`src/rtl/irqc_pkg.sv`:
```
package irqc_pkg;

    localparam int REG_W   = 32;
    localparam int ADDR_W  = 5;
    localparam int SEL_LSB = 2;
    localparam int SEL_W   = ADDR_W - SEL_LSB;

    // Word index of each register; the byte offset is the index times four.
    typedef enum logic [SEL_W-1:0] {
        RG_STATUS = 3'd0,
        RG_PEND   = 3'd1,
        RG_ENABLE = 3'd2,
        RG_ACK    = 3'd3,
        RG_SETEN  = 3'd4,
        RG_CLREN  = 3'd5,
        RG_VECTOR = 3'd6,
        RG_MASTER = 3'd7
    } reg_sel_e;

    typedef struct packed {
        logic hw_capture;   // bit 1
        logic out_en;       // bit 0
    } master_t;

    typedef struct packed {
        logic wr_enable;
        logic wr_ack;
        logic wr_set;
        logic wr_clr;
        logic wr_master;
    } wr_dec_t;

    function automatic reg_sel_e sel_of(input logic [ADDR_W-1:0] byte_addr);
        return reg_sel_e'(byte_addr[ADDR_W-1:SEL_LSB]);
    endfunction

    function automatic wr_dec_t decode_wr(input logic wr, input reg_sel_e sel);
        wr_dec_t d;
        d.wr_enable = wr && (sel == RG_ENABLE);
        d.wr_ack    = wr && (sel == RG_ACK);
        d.wr_set    = wr && (sel == RG_SETEN);
        d.wr_clr    = wr && (sel == RG_CLREN);
        d.wr_master = wr && (sel == RG_MASTER);
        return d;
    endfunction

endpackage

```
`src/rtl/irqc_capture.sv`:
```
module irqc_capture #(
    parameter int          NUM_IRQ   = 32,
    parameter logic [31:0] EDGE_MASK = 32'h0000_FFFF
) (
    input  logic               clk,
    input  logic               rst,
    input  logic [NUM_IRQ-1:0] irq_in,
    input  logic               capture_en,
    input  logic               ack_stb,
    input  logic [NUM_IRQ-1:0] ack_bits,
    output logic [NUM_IRQ-1:0] status
);

    logic [NUM_IRQ-1:0] prev_q;
    logic [NUM_IRQ-1:0] req;
    logic [NUM_IRQ-1:0] clr;

    always_ff @(posedge clk) begin
        if (rst) prev_q <= '0;
        else     prev_q <= irq_in;
    end

    for (genvar i = 0; i < NUM_IRQ; i++) begin : g_sense
        if (EDGE_MASK[i]) begin : g_edge
            assign req[i] = capture_en & irq_in[i] & ~prev_q[i];
        end else begin : g_level
            assign req[i] = capture_en & irq_in[i];
        end
    end

    assign clr = ack_stb ? ack_bits : '0;

    // A new request wins over an acknowledge landing in the same cycle.
    always_ff @(posedge clk) begin
        if (rst) status <= '0;
        else     status <= (status & ~clr) | req;
    end

endmodule

```
`src/rtl/irqc_ctrl.sv`:
```
module irqc_ctrl
    import irqc_pkg::*;
#(
    parameter int NUM_IRQ = 32
) (
    input  logic               clk,
    input  logic               rst,
    input  wr_dec_t            wdec,
    input  logic [REG_W-1:0]   wdata,
    output logic [NUM_IRQ-1:0] enable,
    output master_t            master
);

    logic [NUM_IRQ-1:0] wbits;
    logic [NUM_IRQ-1:0] enable_d;

    assign wbits = wdata[NUM_IRQ-1:0];

    always_comb begin
        enable_d = enable;
        if (wdec.wr_enable) enable_d = wbits;
        if (wdec.wr_set)    enable_d = enable | wbits;
        if (wdec.wr_clr)    enable_d = enable & ~wbits;
    end

    always_ff @(posedge clk) begin
        if (rst) begin
            enable <= '0;
            master <= '0;
        end else begin
            enable <= enable_d;
            if (wdec.wr_master) master <= master_t'(wdata[1:0]);
        end
    end

endmodule

```
`src/rtl/irqc_prio.sv`:
```
module irqc_prio
    import irqc_pkg::*;
#(
    parameter int NUM_IRQ = 32
) (
    input  logic [NUM_IRQ-1:0] pending,
    output logic [REG_W-1:0]   vector
);

    // Scan from the top so that the lowest index is the last one assigned.
    always_comb begin
        vector = '1;
        for (int i = NUM_IRQ - 1; i >= 0; i--) begin
            if (pending[i]) vector = REG_W'(i);
        end
    end

endmodule

```
`src/rtl/irqc_top.sv`:
```
module irqc_top
    import irqc_pkg::*;
#(
    parameter int          NUM_IRQ   = 32,
    parameter logic [31:0] EDGE_MASK = 32'h0000_FFFF
) (
    input  logic               clk,
    input  logic               rst,
    input  logic [NUM_IRQ-1:0] irq_in,
    input  logic               wr_en,
    input  logic               rd_en,
    input  logic [4:0]         addr,
    input  logic [31:0]        wdata,
    output logic [31:0]        rdata,
    output logic               irq_out
);

    reg_sel_e           sel;
    wr_dec_t            wdec;
    logic [NUM_IRQ-1:0] status_q;
    logic [NUM_IRQ-1:0] enable_q;
    logic [NUM_IRQ-1:0] pending_w;
    master_t            master_q;
    logic [REG_W-1:0]   vector_w;
    logic [REG_W-1:0]   rd_mux;

    assign sel  = sel_of(addr);
    assign wdec = decode_wr(wr_en, sel);

    irqc_capture #(.NUM_IRQ(NUM_IRQ), .EDGE_MASK(EDGE_MASK)) u_cap (
        .clk        (clk),
        .rst        (rst),
        .irq_in     (irq_in),
        .capture_en (master_q.hw_capture),
        .ack_stb    (wdec.wr_ack),
        .ack_bits   (wdata[NUM_IRQ-1:0]),
        .status     (status_q)
    );

    irqc_ctrl #(.NUM_IRQ(NUM_IRQ)) u_ctrl (
        .clk    (clk),
        .rst    (rst),
        .wdec   (wdec),
        .wdata  (wdata),
        .enable (enable_q),
        .master (master_q)
    );

    assign pending_w = status_q & enable_q;

    irqc_prio #(.NUM_IRQ(NUM_IRQ)) u_prio (
        .pending (pending_w),
        .vector  (vector_w)
    );

    assign irq_out = master_q.out_en & (|pending_w);

    always_comb begin
        unique case (sel)
            RG_STATUS: rd_mux = REG_W'(status_q);
            RG_PEND:   rd_mux = REG_W'(pending_w);
            RG_ENABLE: rd_mux = REG_W'(enable_q);
            RG_VECTOR: rd_mux = vector_w;
            RG_MASTER: rd_mux = REG_W'(master_q);
            default:   rd_mux = '0;
        endcase
    end

    always_ff @(posedge clk) begin
        if (rst)        rdata <= '0;
        else if (rd_en) rdata <= rd_mux;
    end

endmodule

```
`config.mk`:
```
export PLATFORM = sky130hd
export DESIGN_NAME = irqc_top
export DESIGN_NICKNAME = d
export VERILOG_FILES = /design/src/rtl/irqc_pkg.sv /design/src/rtl/irqc_capture.sv /design/src/rtl/irqc_ctrl.sv /design/src/rtl/irqc_prio.sv /design/src/rtl/irqc_top.sv
export SDC_FILE = /design/constraint.sdc
export NUM_CORES = 1
export LEC_CHECK = 0
export BUFFER_PORTS_ARGS = -buffer_cell sky130_fd_sc_hd__buf_2
export CORE_MARGIN = 8
export CORE_UTILIZATION = 54
export CTS_BUF_LIST = sky130_fd_sc_hd__clkbuf_16
export DETAILED_ROUTE_END_ITERATION = 7
export PLACE_DENSITY = 0.75
export RECOVER_POWER = 25
export SYNTH_ARGS = -nofsm -noshare
export SYNTH_HDL_FRONTEND = slang
export SYNTH_HIERARCHICAL = 1
export SYNTH_SLANG_ARGS = --single-unit
```
`constraint.sdc`:
```
create_clock -name clk -period 4.75 [get_ports clk]
set_input_delay 0.2375 -clock clk [delete_from_list [all_inputs] [get_ports clk]]
set_output_delay 0.2375 -clock clk [all_outputs]
set_load 0.01 [all_outputs]
```
==> flow_summary_export.csv <==
group,metric,value,unit
timing,fin_skew,0.00582,ns
cts,post-cts-setup-buffers,0,
global_route,met2_usage,33.0,%
finish,fill_cells,1005,
place,dp_hpwl,11900,um
die,core-area,11400,um^2
die,fp.dieH,124,um
die,rows,39,
logic_synthesis,synth_ff_type,"dfxtp_1",
routing,vias,5526,
finish,final_cell_count_no_fill,909,
worst_setup_path,critPathKind,"flip-flop to flip-flop",
die,ios,106,
place,io_buffer_count,103,
logic_synthesis,synth_edf_count,0,
logic_synthesis,syn_area,6310,um^2
global_route,grt_max_degree,73,
power_and_ir_drop,power_density,344,nW/um^2
logic_synthesis,synth.distinct_cells,59,
routing,drtAntennaViolNets,0,
worst_setup_path,cp-end-kind,"flip-flop",
timing,finalSetupTns,0,ns
outcome,outcome,"finished, violations left",
power_and_ir_drop,pwr-share-comb,8.6,%
logic_synthesis,yosysTopAreaCell,"dfxtp_1",
logic_synthesis,synthTopCellsByArea,"dfxtp_1 36%, a2111oi_2 7.1%, a21bo_1 5.1%, a21oi_2 4.2%, a32oi_1 4.0%",
timing,maxSlewViolCount,73,
global_route,use_met3,6.39,%
power_and_ir_drop,power_switching,0.000587,W
timing,setup_viol,0,
logic_synthesis,synth_nets,773,
power_and_ir_drop,p_clk_share,50.5,%
global_route,grt_pass1_vias,5320,
die,die_w,124,um
worst_setup_path,worst-path-max-fanout,27,
timing,slew_headroom,-38.9,%
global_route,met1_usage,31.8,%
cts,cts-htree-levels,4,
cts,root_buffer,"clkbuf_16",
place,dp_cells,878,
outcome,violations,"max-capacitance violations, max-slew violations",
cts,hold_buffers,0,
logic_synthesis,synth_cells,700,
cts,ctsResizeCount,0,
cts,clockBufferDepth,2,
cts,clk_pin_slew,0.05,ns
logic_synthesis,yosysSeqAreaShare,36.1,%
finish,multi_input_area,3550,um^2
logic_synthesis,yosys.area.top_type_share,36.1,%
finish,nets,827,
finish,drive_gt1_share,24.3,%
logic_synthesis,ys_ff_latch,114,
global_route,top_usage_layer,"met2",
finish,syn_to_final_growth,13.1,%
worst_setup_path,crit_path_start_kind,"flip-flop",
timing,fin_crit_sh,61.7,%
routing,wire_per_inst,19.0,um
finish,n_antenna_cell,0,
routing,drt-initial-drc-count,428,
timing,rsz0062_at_grt,"false",
worst_setup_path,arrival,3.26,ns
worst_setup_path,worst_ep_required_time,5.08,ns
global_route,grt_overflow_total,0,
logic_synthesis,ys_warn_count,6,
cts,clk_latency,0.42,ns
timing,tightest_slew,2.08,ns
global_route,grt_use_total,22.9,%
global_route,grt_pass1_wl,27700,um
power_and_ir_drop,seqPwrFrac,40.8,%
power_and_ir_drop,peakVddDrop,0.000295,V
power_and_ir_drop,p_int,0.00187,W
power_and_ir_drop,p_leak,2.63,nW
cts,cts_sinks,114,
flow_run,cap_violations,1,
cts,tritoncts,"done",
finish,regArea,2280,um^2
die,initial_core_util,55.3,%
routing,vias_per_cell,6.08,
routing,wirelength,17200,um
worst_hold_path,hold_path_class,"input pin to flip-flop",
global_route,antenna_found_initial,1,
logic_synthesis,postSynthAreaPerCell,9.02,um^2
power_and_ir_drop,swShare,23.9,%
logic_synthesis,ys_async_sr_fraction,0,%
timing,max_freq,0.341,GHz
routing,drc,0,
routing,drt_pass1_iterations,5,
die,dieArea,15400,um^2
place,gp_congestion,0.884,
timing,hold_viol_final,0,
cts,cts_buffers,17,
timing,final.min_clock_period,2.93,ns
==> area by class of cell <==
type | instances | share of cell area (%)
clock buffers | 17 | 5.96
well taps | 143 | 2.51
repair buffers | 111 | 7.45
inverters | 7 | 0.368
clock inverters | 14 | 2.07
flip-flops and latches | 114 | 32.0
multi-input cells | 503 | 49.7
==> Yosys cell counts, types with 5 or more instances <==
library cell	number
and2_1	27
a2111oi_2	30
buf_4	30
buf_2	9
a32oi_1	29
nand3b_1	17
o21bai_1	6
mux2i_1	5
a21oi_1	40
buf_6	8
o21ai_1	29
nand2_1	55
a22o_1	28
a21oi_2	30
nor2_2	10
or4_1	6
dfxtp_1	114
clkbuf_1	28
nor2b_1	19
inv_1	6
nor2_1	45
nor3_1	8
a21bo_1	32
nand2b_1	35
==> layout by cell type, fill, tap and decap left out, drive strengths merged, types with 5 or more instances in the layout <==
cell     instances
nand2           55
nor2            55
inv              8
nor3             8
nand2b          35
buf             77
a2111oi         32
a21oi           70
clkbuf          51
nor2b           19
and2            30
a22o            28
dfxtp          114
a32oi           29
mux2i            5
or4              7
a21bo           32
o21bai           6
nor4             5
clkinv           8
o21ai           32
nand3b          17
==> power by group through the flow <==
stage	clock network [W]	registers (W)	logic (W)
2_1_floorplan	0	0.00102	0.000142
3_3_place_gp	0	0.00102	0.000202
3_5_place_dp	0	0.00102	0.000212
4_1_cts	0.00126	0.00100	0.000213
5_1_grt	0.00130	0.00101	0.000231
6_report	0.00124	0.00100	0.000212
==> critical path, cell delays in order, from the launching register on <==
cell and delay (ns):
dfxtp_1 0.33, and2_1 0.20, nor4_1 0.41, nand2_1 0.14, nor3_1 0.37, and4_1 0.86, nand4b_1 0.17, o31ai_1 0.11
o21bai_1 0.11, a21oi_1 0.14
==> registers in the layout, indices dropped and copies added (netlist names) <==
signal         count
rdata             32
u_cap/status      32
u_cap/prev_q      16
u_ctrl/master      2
u_ctrl/enable     32
==> logic make-up (layout without fill, tap and decap cells) <==
kind of cell	Yosys count	after routing	synth area share, %
mux	5	5	0.793
compound gates	245	245	33.1
simple gates	253	253	22.1
buf+inv	83	149	7.87
flops	114	114	36.1
==> per-stage QoR <==
step / hold WS, ns / util [%] / cell area, um^2 / setup slack [ns] / total power [W]
detailed placement: 0.459 / 57.9 / 6610 / 1.96 / 0.00123
global placement: 0.458 / 57.9 / 6610 / 2.01 / 0.00122
CTS: 0.0351 / 62.9 / 7190 / 1.90 / 0.00247
finish: 0.0514 / 62.5 / 7140 / 1.82 / 0.00246
floorplan: 0.307 / - / 6310 / 2.27 / 0.00116
global route: 0.0490 / 62.5 / 7140 / 1.49 / 0.00254
==> worst paths after layout <==
check / startpoint / to / slack [ns] / depth (start not counted)
worst max register to register: u_ctrl/enable[0] / rdata[29] / 1.82 / 9
worst max-delay path: u_ctrl/enable[0] / rdata[29] / 1.82 / 9
worst min register to register: rdata[29] / rdata[29] / 0.47 / 2
worst min-delay path: irq_in[4] / u_cap/prev_q[4] / 0.05 / 2
==> metal layers <==
layer | vias up | part of all wire (%)
met5 | - | 0.075
met4 | 2 | 1.9
met3 | 35 | 8.5
met2 | 195 | 43
met1 | 2648 | 47
li1 | 2646 | -
Power figures use the tool's default switching activity.
